[config.mk]
export PLATFORM = sky130hd
export DESIGN_NAME = dotclk_pll_seq
export DESIGN_NICKNAME = d
export VERILOG_FILES = /design/src/rtl/dotclk_pkg.sv /design/src/rtl/dotclk_nearest.sv /design/src/rtl/dotclk_timer.sv /design/src/rtl/dotclk_seq.sv /design/src/rtl/dotclk_pll_seq.sv
export SDC_FILE = /design/constraint.sdc
export NUM_CORES = 1
export LEC_CHECK = 0
export BUFFER_PORTS_ARGS = -buffer_cell sky130_fd_sc_hd__buf_4
export CORE_AREA = 10 10 142 196
export CTS_CLUSTER_SIZE = 24
export DETAILED_ROUTE_END_ITERATION = 10
export DIE_AREA = 0 0 152 206
export GPL_TIMING_DRIVEN = 0
export RECOVER_POWER = 100
export SLEW_MARGIN = 10
export SYNTH_ARGS = -nofsm -noshare
export SYNTH_HDL_FRONTEND = slang
export SYNTH_HIERARCHICAL = 1
export SYNTH_SLANG_ARGS = --single-unit
[constraint.sdc]
create_clock -name clk -period 6.4 [get_ports clk]
set_input_delay 1.6 -clock clk [delete_from_list [all_inputs] [get_ports clk]]
set_output_delay 1.6 -clock clk [all_outputs]
set_load 0.02 [all_outputs]
[src/rtl/dotclk_pkg.sv]
package dotclk_pkg;

    localparam int FREQ_W    = 20;
    localparam int WORD_W    = 15;
    localparam int N_ENTRIES = 59;

    typedef logic [FREQ_W-1:0] freq_t;
    typedef logic [WORD_W-1:0] word_t;

    typedef struct packed {
        freq_t       khz;
        logic [15:0] raw;
    } entry_t;

    typedef struct packed {
        logic  wr;
        word_t word;
        logic  reset_on;
        logic  bypass;
        logic  halfpix;
    } pll_cmd_t;

    typedef enum logic [2:0] {
        ST_IDLE, ST_SCAN, ST_PROG, ST_WAIT, ST_POLL, ST_RELEASE
    } state_t;

    function automatic freq_t abs_diff(input freq_t a, input freq_t b);
        return (a > b) ? (a - b) : (b - a);
    endfunction

    // Supported frequencies in ascending order; the order sets tie priority.
    function automatic entry_t entry_at(input int idx);
        entry_t e;
        case (idx)
            0:  e = '{20'd24923,  16'h31AC};
            1:  e = '{20'd25175,  16'h215D};
            2:  e = '{20'd27000,  16'h1087};
            3:  e = '{20'd28322,  16'h216C};
            4:  e = '{20'd28560,  16'h218D};
            5:  e = '{20'd31200,  16'h10C9};
            6:  e = '{20'd31500,  16'h3147};
            7:  e = '{20'd33032,  16'h10A7};
            8:  e = '{20'd35112,  16'h2159};
            9:  e = '{20'd35500,  16'h4249};
            10: e = '{20'd36000,  16'h0057};
            11: e = '{20'd37889,  16'h219A};
            12: e = '{20'd39168,  16'h2158};
            13: e = '{20'd40000,  16'h0045};
            14: e = '{20'd43163,  16'h0089};
            15: e = '{20'd44900,  16'h10E7};
            16: e = '{20'd45720,  16'h2136};
            17: e = '{20'd49500,  16'h3207};
            18: e = '{20'd50000,  16'h2187};
            19: e = '{20'd56250,  16'h4286};
            20: e = '{20'd60065,  16'h10E5};
            21: e = '{20'd65000,  16'h4214};
            22: e = '{20'd68179,  16'h1105};
            23: e = '{20'd74250,  16'h31E4};
            24: e = '{20'd75000,  16'h3183};
            25: e = '{20'd78750,  16'h4284};
            26: e = '{20'd81600,  16'h1104};
            27: e = '{20'd94500,  16'h6363};
            28: e = '{20'd97520,  16'h5303};
            29: e = '{20'd100187, 16'h2183};
            30: e = '{20'd101420, 16'h2122};
            31: e = '{20'd108000, 16'h1081};
            32: e = '{20'd113310, 16'h6201};
            33: e = '{20'd119650, 16'h0041};
            34: e = '{20'd129600, 16'h41A1};
            35: e = '{20'd133500, 16'h2182};
            36: e = '{20'd135000, 16'h41B1};
            37: e = '{20'd144000, 16'h0051};
            38: e = '{20'd148500, 16'h41E1};
            39: e = '{20'd157500, 16'h62D1};
            40: e = '{20'd162000, 16'h31A1};
            41: e = '{20'd169203, 16'h0061};
            42: e = '{20'd172800, 16'h4231};
            43: e = '{20'd175500, 16'h2151};
            44: e = '{20'd189000, 16'h52E1};
            45: e = '{20'd192000, 16'h0071};
            46: e = '{20'd198000, 16'h3201};
            47: e = '{20'd202500, 16'h4291};
            48: e = '{20'd204750, 16'h1101};
            49: e = '{20'd218250, 16'h7481};
            50: e = '{20'd229500, 16'h4170};
            51: e = '{20'd234000, 16'h6210};
            52: e = '{20'd251182, 16'h3140};
            53: e = '{20'd261000, 16'h6250};
            54: e = '{20'd278400, 16'h41C0};
            55: e = '{20'd280640, 16'h5220};
            56: e = '{20'd288000, 16'h0050};
            57: e = '{20'd297000, 16'h41E0};
            58: e = '{20'd320207, 16'h2130};
            default: e = '0;
        endcase
        return e;
    endfunction

endpackage

[src/rtl/dotclk_nearest.sv]
// Serial nearest-entry search: one table entry per cycle, strict less-than
// keeps the earliest of equally close entries.
module dotclk_nearest
    import dotclk_pkg::*;
#(
    parameter int N = N_ENTRIES
) (
    input  logic  clk,
    input  logic  rst,
    input  logic  start,
    input  freq_t target,
    output logic  found,
    output word_t best_word
);
    localparam int IW = (N > 1) ? $clog2(N) : 1;
    localparam logic [IW-1:0] LAST = IW'(N - 1);

    logic [IW-1:0] idx;
    logic          running;
    freq_t         tgt_q;
    freq_t         best_diff;
    freq_t         cur_diff;
    entry_t        cur;

    always_comb begin
        cur      = entry_at(int'(idx));
        cur_diff = abs_diff(cur.khz, tgt_q);
    end

    always_ff @(posedge clk) begin
        if (rst) begin
            idx       <= '0;
            running   <= 1'b0;
            found     <= 1'b0;
            tgt_q     <= '0;
            best_diff <= '1;
            best_word <= '0;
        end else if (start) begin
            idx       <= '0;
            running   <= 1'b1;
            found     <= 1'b0;
            tgt_q     <= target;
            best_diff <= '1;
        end else begin
            found <= running && (idx == LAST);
            if (running) begin
                if (cur_diff < best_diff) begin
                    best_diff <= cur_diff;
                    best_word <= cur.raw[WORD_W-1:0];
                end
                if (idx == LAST) begin
                    running <= 1'b0;
                end else begin
                    idx <= idx + 1'b1;
                end
            end
        end
    end

endmodule

[src/rtl/dotclk_timer.sv]
// Loadable down counter shared by the settling wait and the poll budget.
module dotclk_timer #(
    parameter int CW = 8
) (
    input  logic          clk,
    input  logic          rst,
    input  logic          load,
    input  logic [CW-1:0] load_val,
    input  logic          tick,
    output logic          zero
);
    logic [CW-1:0] cnt;

    always_ff @(posedge clk) begin
        if (rst) begin
            cnt <= '0;
        end else if (load) begin
            cnt <= load_val;
        end else if (tick && (cnt != '0)) begin
            cnt <= cnt - 1'b1;
        end
    end

    assign zero = (cnt == '0);

endmodule

[src/rtl/dotclk_seq.sv]
// Control sequence: search, skip check, program, settle, poll, release.
module dotclk_seq
    import dotclk_pkg::*;
#(
    parameter int WAIT_CYC = 100,
    parameter int POLL_MAX = 1000,
    parameter int CW       = 10
) (
    input  logic          clk,
    input  logic          rst,
    input  logic          req_valid,
    input  logic          scan_found,
    input  word_t         best_word,
    input  logic          tmr_zero,
    input  logic          pll_lock,
    input  word_t         rd_word,
    input  logic          rd_bypass,
    input  logic          rd_halfpix,
    output logic          scan_start,
    output logic          tmr_load,
    output logic [CW-1:0] tmr_val,
    output logic          tmr_tick,
    output pll_cmd_t      cmd,
    output logic          done,
    output logic          timeout
);
    state_t st, st_nx;
    logic   to_q, to_nx;

    always_ff @(posedge clk) begin
        if (rst) begin
            st   <= ST_IDLE;
            to_q <= 1'b0;
        end else begin
            st   <= st_nx;
            to_q <= to_nx;
        end
    end

    always_comb begin
        st_nx      = st;
        to_nx      = to_q;
        scan_start = 1'b0;
        tmr_load   = 1'b0;
        tmr_val    = '0;
        tmr_tick   = 1'b0;
        cmd        = '0;
        done       = 1'b0;
        timeout    = 1'b0;
        case (st)
            ST_IDLE: begin
                if (req_valid) begin
                    scan_start = 1'b1;
                    st_nx      = ST_SCAN;
                end
            end
            ST_SCAN: begin
                if (scan_found) begin
                    if (pll_lock && (rd_word == best_word)) begin
                        done  = 1'b1;
                        st_nx = ST_IDLE;
                    end else begin
                        st_nx = ST_PROG;
                    end
                end
            end
            ST_PROG: begin
                cmd      = '{wr: 1'b1, word: best_word, reset_on: 1'b1,
                             bypass: 1'b0, halfpix: 1'b0};
                tmr_load = 1'b1;
                tmr_val  = CW'(WAIT_CYC - 1);
                st_nx    = ST_WAIT;
            end
            ST_WAIT: begin
                if (tmr_zero) begin
                    tmr_load = 1'b1;
                    tmr_val  = CW'(POLL_MAX - 1);
                    st_nx    = ST_POLL;
                end else begin
                    tmr_tick = 1'b1;
                end
            end
            ST_POLL: begin
                if (pll_lock) begin
                    to_nx = 1'b0;
                    st_nx = ST_RELEASE;
                end else if (tmr_zero) begin
                    to_nx = 1'b1;
                    st_nx = ST_RELEASE;
                end else begin
                    tmr_tick = 1'b1;
                end
            end
            ST_RELEASE: begin
                cmd     = '{wr: 1'b1, word: rd_word, reset_on: 1'b0,
                            bypass: rd_bypass, halfpix: rd_halfpix};
                done    = 1'b1;
                timeout = to_q;
                st_nx   = ST_IDLE;
            end
            default: st_nx = ST_IDLE;
        endcase
    end

endmodule

[src/rtl/dotclk_pll_seq.sv]
module dotclk_pll_seq
    import dotclk_pkg::*;
#(
    parameter int CLK_KHZ   = 100000,
    parameter int SETTLE_US = 100,
    parameter int POLL_MAX  = 1000
) (
    input  logic              clk,
    input  logic              rst,
    input  logic              req_valid,
    input  logic [FREQ_W-1:0] req_khz,
    input  logic              pll_lock,
    input  logic [WORD_W-1:0] pll_rd_word,
    input  logic              pll_rd_bypass,
    input  logic              pll_rd_halfpix,
    output logic              pll_wr,
    output logic [WORD_W-1:0] pll_wr_word,
    output logic              pll_wr_reset,
    output logic              pll_wr_bypass,
    output logic              pll_wr_halfpix,
    output logic              done,
    output logic              timeout
);
    localparam int WAIT_RAW = (CLK_KHZ * SETTLE_US) / 1000;
    localparam int WAIT_CYC = (WAIT_RAW < 1) ? 1 : WAIT_RAW;
    localparam int CNT_MAX  = (WAIT_CYC > POLL_MAX) ? WAIT_CYC : POLL_MAX;
    localparam int CW       = $clog2(CNT_MAX + 1);

    logic          scan_start, scan_found;
    word_t         best_word;
    logic          tmr_load, tmr_tick, tmr_zero;
    logic [CW-1:0] tmr_val;
    pll_cmd_t      cmd;

    dotclk_nearest #(.N(N_ENTRIES)) i_nearest (
        .clk       (clk),
        .rst       (rst),
        .start     (scan_start),
        .target    (req_khz),
        .found     (scan_found),
        .best_word (best_word)
    );

    dotclk_timer #(.CW(CW)) i_timer (
        .clk      (clk),
        .rst      (rst),
        .load     (tmr_load),
        .load_val (tmr_val),
        .tick     (tmr_tick),
        .zero     (tmr_zero)
    );

    dotclk_seq #(.WAIT_CYC(WAIT_CYC), .POLL_MAX(POLL_MAX), .CW(CW)) i_seq (
        .clk        (clk),
        .rst        (rst),
        .req_valid  (req_valid),
        .scan_found (scan_found),
        .best_word  (best_word),
        .tmr_zero   (tmr_zero),
        .pll_lock   (pll_lock),
        .rd_word    (pll_rd_word),
        .rd_bypass  (pll_rd_bypass),
        .rd_halfpix (pll_rd_halfpix),
        .scan_start (scan_start),
        .tmr_load   (tmr_load),
        .tmr_val    (tmr_val),
        .tmr_tick   (tmr_tick),
        .cmd        (cmd),
        .done       (done),
        .timeout    (timeout)
    );

    assign pll_wr         = cmd.wr;
    assign pll_wr_word    = cmd.word;
    assign pll_wr_reset   = cmd.reset_on;
    assign pll_wr_bypass  = cmd.bypass;
    assign pll_wr_halfpix = cmd.halfpix;

endmodule

==> results.json, run 1 <==
{
  "synthToLayoutAreaGrowth_pct": 14.3,
  "overflow": 0,
  "p_seq_frac": 0.224,
  "num_antenna_cells": 0,
  "path_clk_slew_ns": 0.05,
  "swShare": 0.450,
  "power_density_nw_per_um2": 415,
  "synthesis.instances": 1258,
  "setup.reg_to_reg.worst_slack_ns": 0.60,
  "regArea_um2": 2260,
  "count_of_endpoints_failing_setup_in_the_final_report": 0,
  "cell_internal_pwr_w": 0.00249,
  "die_width_um": 152,
  "antenna_found_initial": 0,
  "min-delay-path-class": "register to register",
  "hold_start": "i_nearest/best_diff[19]",
  "worst_r2r_endpoint": "i_nearest/best_diff[18]",
  "cts_sinks": 113,
  "number_of_top_level_pins": 62,
  "num-fill-cells": 2620,
  "core_area_um2": 24300,
  "timing.max_cap.violations": 0,
  "hold_ws_ns": 0.468,
  "ctsResizeCount": 0,
  "count_of_routing_violations_after_the_opening_detailed_route_iteration": 942,
  "instances_no_fill": 1668,
  "crit_path_cell_trace": "inv_1 -> ha_1 -> buf_4 -> nand4_1 -> or2_0 -> a211o_1 -> a31oi_4 -> buf_2 -> a221o_1 -> xnor2_1 -> inv_1 -> ha_1 -> nand4_1 -> o41ai_1 -> a211o_1 -> and3_1 -> clkbuf_1 -> clkbuf_1 -> nand3_1 -> o31a_1",
  "post_route_cells_drive_above_1_share": 0.0931,
  "ys_ff_latch": 113,
  "post-route-period-util": 0.907,
  "preCtsSetupSlack_ns": 0.593,
  "timing_hold_violations_final": 0,
  "max_freq_ghz": 0.172,
  "grt_pass1_vias": 10300,
  "cts_tree": "done",
  "max_slew_violation_count": 0,
  "critical-path-top-delay-family": "compound AO/OA/AOI/OAI gates",
  "synth_edf_count": 0,
  "cts_max_path_buffers": 2,
  "final_nets": 1454,
  "critPathLaunch": "i_nearest/tgt_q[13]",
  "yosysSeqAreaShare": 0.237,
  "dpl-instance-area_um2": 10400,
  "rsz0062_at_grt": "false",
  "placement_rows": 68,
  "reg2reg_start": "i_nearest/tgt_q[13]",
  "detailroute.via_count": 10400,
  "timing_worst_setup_path_type": "register to register",
  "synth_top_cell_by_area": "sky130_fd_sc_hd__dfxtp_1",
  "timing_worst_slew_pin_value_ns": 1.07,
  "timing.critical_path.fanout_max": 10,
  "die_height_um": 206,
  "worst_setup_path_start_kind": "register",
  "worst_case_vdd_ir_drop_mv": 0.335,
  "run_status": "finished clean",
  "crit_required_ns": 6.70,
  "routedWlPerCell_um": 25.8,
  "worst_setup_path_end_kind": "register",
  "place_congestion": 1.04,
  "share_clk_of_total_power": 0.214,
  "detail_route.vias_per_cell": 6.25,
  "cts_max_level": 4,
  "timing.final.ws_setup_ns": 0.596,
  "critPathArrivalTime_ns": 6.10,
  "yosys.cell_types.count": 87,
  "finalInstanceArea_um2": 10900,
  "leakage_power_of_the_design_nw": 4.50,
  "grt_start_max_net_pins": 17,
  "max_stage_delay_ns": 0.53,
  "routed_wl_um": 43000,
  "synth.cell_area_um2": 9530,
  "placedCellCount": 1636,
  "detail_route.first_pass.iterations": 8,
  "switching_power_w": 0.00203,
  "clockRootBuffer": "sky130_fd_sc_hd__clkbuf_16",
  "timing.slew.headroom": 0.281,
  "clock_latency_ns": 0.42,
  "post_cts_hold_buffer_count": 0,
  "final.setup.tns_ns": 0,
  "min_period_ns": 5.80,
  "cts_setup_buffers": 0,
  "synth.top_cells.by_area": "sky130_fd_sc_hd__dfxtp_1, sky130_fd_sc_hd__ha_1, sky130_fd_sc_hd__mux2i_1",
  "asyncSetResetFlopFracSynth": 0,
  "synth_ff_type": "sky130_fd_sc_hd__dfxtp_1",
  "yosysTopAreaCellShare": 0.237,
  "drt_drc_violations_left": 0,
  "min_to": "i_nearest/best_diff[19]",
  "start_util": 0.392,
  "drtAntennaViolNets": 0,
  "number_of_cell_instances_on_the_worst_register_to_register_path": 20,
  "groute.usage.overall": 0.266,
  "grt_pass1_wl_um": 64400,
  "dieArea_um2": 31300,
  "detailedPlacementHpwl_um": 32700,
  "cts_inserted_buffers": 17,
  "critical_path.slowest_cell": "sky130_fd_sc_hd__o41ai_1",
  "hold_path_depth": 2,
  "combinationalPowerShare": 0.561,
  "finClkSkew_ns": 0.0107,
  "ys_warn_count": 6,
  "placement.io_buffers": 61,
  "multi_input_comb_area_um2": 6420,
  "avgSynthCellArea_um2": 7.57,
  "critPathBufInv": 6
}
==> power groups by stage <==
stage | combinational, W | sequential [W] | clock [W]
after detailed placement | 0.00252 | 0.00103 | 0
after CTS | 0.00254 | 0.00102 | 0.000998
after global placement | 0.00252 | 0.00102 | 0
after global routing | 0.00278 | 0.00104 | 0.00102
final | 0.00254 | 0.00101 | 0.000969
after floorplan | 0.00189 | 0.000988 | 0
==> per-layer routing <==
metal  wire [µm]  share of wire  track usage  up-vias
li1            -              -            -     4731
met1       16100           0.37        0.285     5017
met2       21400           0.50        0.469      507
met3        2340          0.054       0.0391      177
met4        3200          0.074        0.193        0
met5           0              0            0        -
==> state kept, by name, indices dropped and copies added, names as in the netlist <==
signal               count
i_nearest/idx            6
i_nearest/best_word     14
i_nearest/found          1
i_nearest/best_diff     20
i_nearest/cur           33
i_timer/cnt             14
i_nearest/running        1
i_seq/st                 3
i_seq/to_q               1
i_nearest/tgt_q         20
==> layout make-up <==
cell class / count / share of cell area
multi-input cells: 952 / 0.589
flip-flops and latches: 113 / 0.208
plain buffers: 105 / 0.0453
clock buffers: 19 / 0.0407
well taps: 315 / 0.0362
repair buffers: 61 / 0.0352
inverters: 90 / 0.0311
clock inverters: 13 / 0.0147
==> worst max-delay path by stage <==
stage | end | depth (start not counted)
floorplan | i_nearest/best_word[10] | 21
global placement | i_nearest/cur[7] | 12
detailed placement | i_nearest/best_diff[18] | 20
CTS | i_nearest/best_diff[18] | 20
global route | i_nearest/best_word[9] | 20
finish | i_nearest/best_diff[18] | 20
==> worst min-delay path, cell delays in order (launching register included) <==
cell	delay, ns
sky130_fd_sc_hd__dfxtp_1	0.32
sky130_fd_sc_hd__a21oi_1	0.06
sky130_fd_sc_hd__o21ai_0	0.06
==> cells in the final DEF, fill, tap and decap left out, types with 34 or more instances in the layout <==
cell type and count:
sky130_fd_sc_hd__dfxtp_1 113, sky130_fd_sc_hd__ha_1 71, sky130_fd_sc_hd__inv_1 84, sky130_fd_sc_hd__mux2i_1 53, sky130_fd_sc_hd__o21ai_0 55, sky130_fd_sc_hd__nand2_1 109
sky130_fd_sc_hd__nor2_1 127, sky130_fd_sc_hd__clkbuf_1 92, sky130_fd_sc_hd__nand3_1 34, sky130_fd_sc_hd__buf_4 58, sky130_fd_sc_hd__a21oi_1 100
==> cell usage after synthesis (18+ instances only) <==
cell	count
sky130_fd_sc_hd__a21oi_1	100
sky130_fd_sc_hd__xnor2_1	33
sky130_fd_sc_hd__clkbuf_1	60
sky130_fd_sc_hd__inv_1	82
sky130_fd_sc_hd__nor3_1	23
sky130_fd_sc_hd__o21ai_0	51
sky130_fd_sc_hd__a31oi_1	22
sky130_fd_sc_hd__nand2_1	108
sky130_fd_sc_hd__nand4_1	18
sky130_fd_sc_hd__mux2i_1	53
sky130_fd_sc_hd__dfxtp_1	113
sky130_fd_sc_hd__ha_1	71
sky130_fd_sc_hd__nor2_1	125
sky130_fd_sc_hd__nand3_1	34
==> cell families after synthesis <==
family                     after synthesis  share of synthesized area
muxes                                   55                     0.0580
AOI/OAI and AO/OA                      393                      0.287
other                                    2                   0.000788
buffers and inverters                  195                     0.0881
xor gates and xnor gates                40                     0.0368
DFF                                    113                      0.237
and+or+nand+nor                        387                      0.194
adders and majority gates               73                     0.0974
==> metrics by stage <==
stage	util	power, W
floorplan	-	0.00287
global placement	0.427	0.00355
detailed placement	0.427	0.00355
CTS	0.452	0.00455
global route	0.448	0.00484
finish	0.448	0.00452
No activity file was read; power rests on OpenSTA's default activity.
==> run 2: changes to the inputs <==
--- a/config.mk
+++ b/config.mk
@@ -11,7 +11,8 @@
 export DETAILED_ROUTE_END_ITERATION = 10
 export DIE_AREA = 0 0 152 206
 export GPL_TIMING_DRIVEN = 0
-export RECOVER_POWER = 100
+export MAX_ROUTING_LAYER = met4
+export RECOVER_POWER = 25
 export SLEW_MARGIN = 10
 export SYNTH_ARGS = -nofsm -noshare
 export SYNTH_HDL_FRONTEND = slang
==> results.json, run 2 (synthesis results as in run 1) <==
{
  "run_status": "finished clean",
  "worst_case_vdd_ir_drop_mv": 0.261,
  "finClkSkew_ns": 0.0102,
  "max_slew_violation_count": 0,
  "timing_worst_slew_pin_value_ns": 1.09,
  "timing_hold_violations_final": 0,
  "timing_worst_setup_path_type": "register to register",
  "grt_pass1_vias": 10200,
  "synthToLayoutAreaGrowth_pct": 14.7,
  "detail_route.vias_per_cell": 6.24,
  "drt_drc_violations_left": 0,
  "crit_required_ns": 6.71,
  "ctsResizeCount": 0,
  "path_clk_slew_ns": 0.06,
  "cts_setup_buffers": 0,
  "number_of_flip_flops_under_the_largest_register_name": 33,
  "die_height_um": 206,
  "cts_max_level": 4,
  "cts_tree": "done",
  "worst_setup_path_start_kind": "register",
  "final.setup.tns_ns": 0,
  "timing.slew.headroom": 0.268,
  "cts_inserted_buffers": 17,
  "leakage_power_of_the_design_nw": 4.54,
  "antenna_found_initial": 0,
  "detail_route.first_pass.iterations": 6,
  "core_area_um2": 24300,
  "count_of_endpoints_failing_setup_in_the_final_report": 0,
  "number_of_top_level_pins": 62,
  "num_antenna_cells": 0,
  "start_util": 0.392,
  "grt_pass1_wl_um": 63800,
  "power.total_w": 0.00450,
  "overflow": 0,
  "clock_latency_ns": 0.43,
  "placement_rows": 68,
  "count_of_routing_violations_after_the_opening_detailed_route_iteration": 997,
  "post-route-period-util": 0.928,
  "routedWlPerCell_um": 25.7,
  "post_route_cells_drive_above_1_share": 0.110,
  "final_nets": 1454,
  "routed_wl_um": 42800,
  "detailroute.via_count": 10400,
  "place_congestion": 1.10,
  "layout_common_cells": "sky130_fd_sc_hd__nor2_1, sky130_fd_sc_hd__dfxtp_1, sky130_fd_sc_hd__nand2_1",
  "power_density_nw_per_um2": 411,
  "hold_ws_ns": 0.466,
  "placedCellCount": 1636,
  "most_common_cell_after_layout_fill_and_taps_aside": "sky130_fd_sc_hd__nor2_1",
  "instances_no_fill": 1668,
  "placement.io_buffers": 61,
  "rsz0062_at_grt": "false",
  "min-delay-path-class": "register to register",
  "timing.critical_path.fanout_max": 10,
  "cts_sinks": 113,
  "critPathArrivalTime_ns": 6.24,
  "worst_setup_path_end_kind": "register",
  "timing.max_cap.violations": 0,
  "die_width_um": 152,
  "fin_util": 0.449,
  "drtAntennaViolNets": 0,
  "grt_start_max_net_pins": 17,
  "dieArea_um2": 31300,
  "max_freq_ghz": 0.168,
  "cts_max_path_buffers": 2,
  "clockRootBuffer": "sky130_fd_sc_hd__clkbuf_16",
  "groute.usage.overall": 0.272,
  "post_cts_hold_buffer_count": 0,
  "detailedPlacementHpwl_um": 32400,
  "min_period_ns": 5.94
}
[run 2: path summary, 6_finish.rpt]
kind                       from                      end  slack [ns]  cells past startpoint
min           i_nearest/cur[10]  i_nearest/best_word[10]        0.47                      2
min reg2reg   i_nearest/cur[10]  i_nearest/best_word[10]        0.47                      2
max          i_nearest/tgt_q[1]  i_nearest/best_diff[17]        0.46                     19
max reg2reg  i_nearest/tgt_q[1]  i_nearest/best_diff[17]        0.46                     19
[run 2: cell type report]
type                    count  area [µm²]
flip-flops and latches    113        2260
inverters                  90         339
well taps                 315         394
repair buffers             61         432
plain buffers             105         497
clock inverters            13         126
fillers                  2581       13400
clock buffers              19         453
multi-input cells         952        6430
[run 2: worst max-delay path, cell delays in order (launching register included)]
cell and delay (ns):
sky130_fd_sc_hd__dfxtp_1 0.43, sky130_fd_sc_hd__inv_1 0.11, sky130_fd_sc_hd__fa_1 0.47, sky130_fd_sc_hd__a211o_1 0.33, sky130_fd_sc_hd__a211oi_1 0.31, sky130_fd_sc_hd__a211o_1 0.24
sky130_fd_sc_hd__a31oi_4 0.17, sky130_fd_sc_hd__buf_2 0.27, sky130_fd_sc_hd__a221o_1 0.39, sky130_fd_sc_hd__xnor2_1 0.19, sky130_fd_sc_hd__inv_1 0.06, sky130_fd_sc_hd__ha_1 0.28
sky130_fd_sc_hd__nand4_1 0.11, sky130_fd_sc_hd__o41ai_1 0.61, sky130_fd_sc_hd__a211o_1 0.24, sky130_fd_sc_hd__and3_1 0.31, sky130_fd_sc_hd__buf_1 0.50, sky130_fd_sc_hd__clkbuf_1 0.49
sky130_fd_sc_hd__nand3_1 0.14, sky130_fd_sc_hd__o31a_1 0.15
[run 2: through the flow]
stage          setup slack, ns  instance area [µm²]
2_1_floorplan             1.82                 9540
3_5_place_dp             0.407                10400
3_3_place_gp             0.209                10400
6_report                 0.464                10900
4_1_cts                  0.483                11000
5_1_grt                  0.278                10900
[run 2: power breakdown]
group          switching [W]  total (W)  internal [W]
Clock               0.000365   0.000924      0.000559
Sequential          0.000128    0.00102      0.000887
Combinational        0.00157    0.00256      0.000986
Total                0.00207    0.00450       0.00243
[run 2: per-layer routing]
metal	wire [µm]	GRT usage
met1	15800	0.275
met2	21300	0.469
met3	2640	0.0475
met4	3160	0.197
met5	0	-
==> run 3: changes to the inputs <==
--- a/config.mk
+++ b/config.mk
@@ -7,11 +7,8 @@
 export LEC_CHECK = 0
 export BUFFER_PORTS_ARGS = -buffer_cell sky130_fd_sc_hd__buf_4
 export CORE_AREA = 10 10 142 196
-export CTS_CLUSTER_SIZE = 24
 export DETAILED_ROUTE_END_ITERATION = 10
 export DIE_AREA = 0 0 152 206
-export GPL_TIMING_DRIVEN = 0
-export MAX_ROUTING_LAYER = met4
 export RECOVER_POWER = 25
 export SLEW_MARGIN = 10
 export SYNTH_ARGS = -nofsm -noshare
==> results.json, run 3 (synthesis results as in run 1) <==
{
  "final.setup.tns_ns": 0,
  "count_of_routing_violations_after_the_opening_detailed_route_iteration": 989,
  "timing.slew.headroom": -0.185,
  "hold_start": "i_nearest/best_diff[14]",
  "detail_route.first_pass.iterations": 5,
  "critPathArrivalTime_ns": 5.88,
  "timing.final.ws_setup_ns": 0.708,
  "grt_pass1_vias": 9178,
  "max_freq_ghz": 0.176,
  "worst_case_vdd_ir_drop_mv": 0.224,
  "placement.io_buffers": 61,
  "place_congestion": 1.04,
  "switching_power_w": 0.00189,
  "timing_hold_violations_final": 0,
  "cts_setup_buffers": 0,
  "min_period_ns": 5.69,
  "start_util": 0.392,
  "drt_drc_violations_left": 0,
  "failed_checks": "capacitance limit, slew limit",
  "timing.critical_path.fanout_max": 34,
  "share_clk_of_total_power": 0.220,
  "cts_inserted_buffers": 17,
  "rsz0062_at_grt": "false",
  "count_of_endpoints_failing_setup_in_the_final_report": 0,
  "min_to": "i_nearest/best_diff[14]",
  "routedWlPerCell_um": 20.1,
  "grt_pass1_wl_um": 50000,
  "timing.max_cap.violations": 2,
  "worst_setup_path_start_kind": "input port",
  "num-fill-cells": 2505,
  "cts_max_path_buffers": 2,
  "timing_worst_slew_pin_value_ns": 1.78,
  "worst_setup_path_end_kind": "register",
  "cts_tree": "done",
  "crit_required_ns": 6.59,
  "preCtsSetupSlack_ns": 0.994,
  "layout_common_cells": "sky130_fd_sc_hd__nor2_1, sky130_fd_sc_hd__dfxtp_1, sky130_fd_sc_hd__nand2_1",
  "num_antenna_cells": 0,
  "ctsResizeCount": 0,
  "dieArea_um2": 31300,
  "detailedPlacementHpwl_um": 23600,
  "worst_r2r_endpoint": "i_nearest/best_word[0]",
  "run_status": "finished with violations",
  "cell_internal_pwr_w": 0.00246,
  "die_width_um": 152,
  "post_cts_hold_buffer_count": 0,
  "finClkSkew_ns": 0.0101,
  "number_of_top_level_pins": 62,
  "cts_max_level": 4,
  "final_nets": 1378,
  "hold_path_depth": 2,
  "overflow": 0,
  "min-delay-path-class": "register to register",
  "drtAntennaViolNets": 0,
  "cts_sinks": 113,
  "core_area_um2": 24300,
  "p_seq_frac": 0.238,
  "post_route_cells_drive_above_1_share": 0.113,
  "multi_input_comb_area_um2": 6430,
  "setup.reg_to_reg.worst_slack_ns": 0.96,
  "antenna_found_initial": 0,
  "clock_latency_ns": 0.42,
  "post-route-period-util": 0.889,
  "synthToLayoutAreaGrowth_pct": 12.1,
  "reg2reg_start": "i_nearest/tgt_q[14]",
  "path_clk_slew_ns": 0.05,
  "number_of_flip_flops_under_the_largest_register_name": 33,
  "groute.usage.overall": 0.195,
  "detail_route.vias_per_cell": 6.04,
  "grt_start_max_net_pins": 55,
  "timing_worst_setup_path_type": "input port to register",
  "number_of_cell_instances_on_the_worst_register_to_register_path": 19,
  "most_common_cell_after_layout_fill_and_taps_aside": "sky130_fd_sc_hd__nor2_1",
  "routed_wl_um": 31900,
  "leakage_power_of_the_design_nw": 4.46,
  "detailroute.via_count": 9617,
  "clockRootBuffer": "sky130_fd_sc_hd__clkbuf_16",
  "combinationalPowerShare": 0.542,
  "regArea_um2": 2260,
  "placement_rows": 68,
  "die_height_um": 206,
  "max_slew_violation_count": 58,
  "swShare": 0.434,
  "power_density_nw_per_um2": 408
}
run 3: changes by cell type in the layout (fill, tap and decap cells not counted), moves of 2 or more:
cell,before,now
sky130_fd_sc_hd__buf_4,71,83
sky130_fd_sc_hd__clkbuf_8,2,6
sky130_fd_sc_hd__inv_6,4,0
sky130_fd_sc_hd__buf_2,13,0
sky130_fd_sc_hd__buf_1,10,0
sky130_fd_sc_hd__buf_6,3,0
sky130_fd_sc_hd__clkinv_4,3,1
sky130_fd_sc_hd__clkbuf_1,69,7
run 3: worst max-delay path, stage by stage:
cell	delay, ns
sky130_fd_sc_hd__clkbuf_1	0.12
sky130_fd_sc_hd__nand2b_1	0.09
sky130_fd_sc_hd__nor3_1	0.20
sky130_fd_sc_hd__clkbuf_1	1.31
sky130_fd_sc_hd__or2_1	0.25
sky130_fd_sc_hd__or3_2	0.50
sky130_fd_sc_hd__inv_2	0.42
sky130_fd_sc_hd__nor2_1	0.34
sky130_fd_sc_hd__nor3_1	0.09
sky130_fd_sc_hd__a2111oi_0	0.80
sky130_fd_sc_hd__a31oi_1	0.14
run 3: power groups by stage:
stage / sequential (W) / combinational, W / clock, W
2_1_floorplan: 0.000988 / 0.00189 / 0
3_3_place_gp: 0.00105 / 0.00234 / 0
3_5_place_dp: 0.00105 / 0.00235 / 0
4_1_cts: 0.00104 / 0.00236 / 0.000988
5_1_grt: 0.00106 / 0.00262 / 0.00102
6_report: 0.00104 / 0.00236 / 0.000959
run 3: per-layer routing:
metal  up-vias  share of wire  GRT usage
met5         -              0          0
met4         0          0.071      0.137
met3       162          0.048     0.0298
met2       382           0.49      0.339
met1      4484           0.39      0.215
li1       4589              -          -
run 3: layout make-up:
class / count / share of cell area
clock buffers: 23 / 0.0475
flip-flops and latches: 113 / 0.212
well taps: 315 / 0.0369
inverters: 90 / 0.0317
multi-input cells: 952 / 0.602
repair buffers: 90 / 0.0608
clock inverters: 8 / 0.00948
run 3: worst max path at each step:
stage | from | endpoint | slack (ns) | cells past startpoint
2_1_floorplan | i_nearest/tgt_q[10] | i_nearest/best_word[10] | 1.82 | 21
3_3_place_gp | i_nearest/tgt_q[14] | i_nearest/best_word[10] | 1.13 | 19
3_5_place_dp | i_nearest/tgt_q[14] | i_nearest/best_word[9] | 0.99 | 19
4_1_cts | i_nearest/tgt_q[14] | i_nearest/best_word[9] | 0.97 | 19
5_1_grt | req_valid | i_nearest/cur[6] | 0.41 | 12
6_report | req_valid | i_nearest/cur[20] | 0.71 | 11
run 3: metrics by stage:
| step | cell area [µm²] | std cells | utilization | power [W] | hold WS (ns) |
|---|---|---|---|---|---|
| floorplan | 9540 | 1260 | - | 0.00287 | 0.437 |
| global route | 10700 | 1591 | 0.439 | 0.00470 | 0.492 |
| detailed placement | 10100 | 1560 | 0.416 | 0.00340 | 0.453 |
| finish | 10700 | 1591 | 0.439 | 0.00436 | 0.463 |
| CTS | 10700 | 1591 | 0.441 | 0.00439 | 0.467 |
| global placement | 10100 | 1560 | 0.416 | 0.00338 | 0.447 |
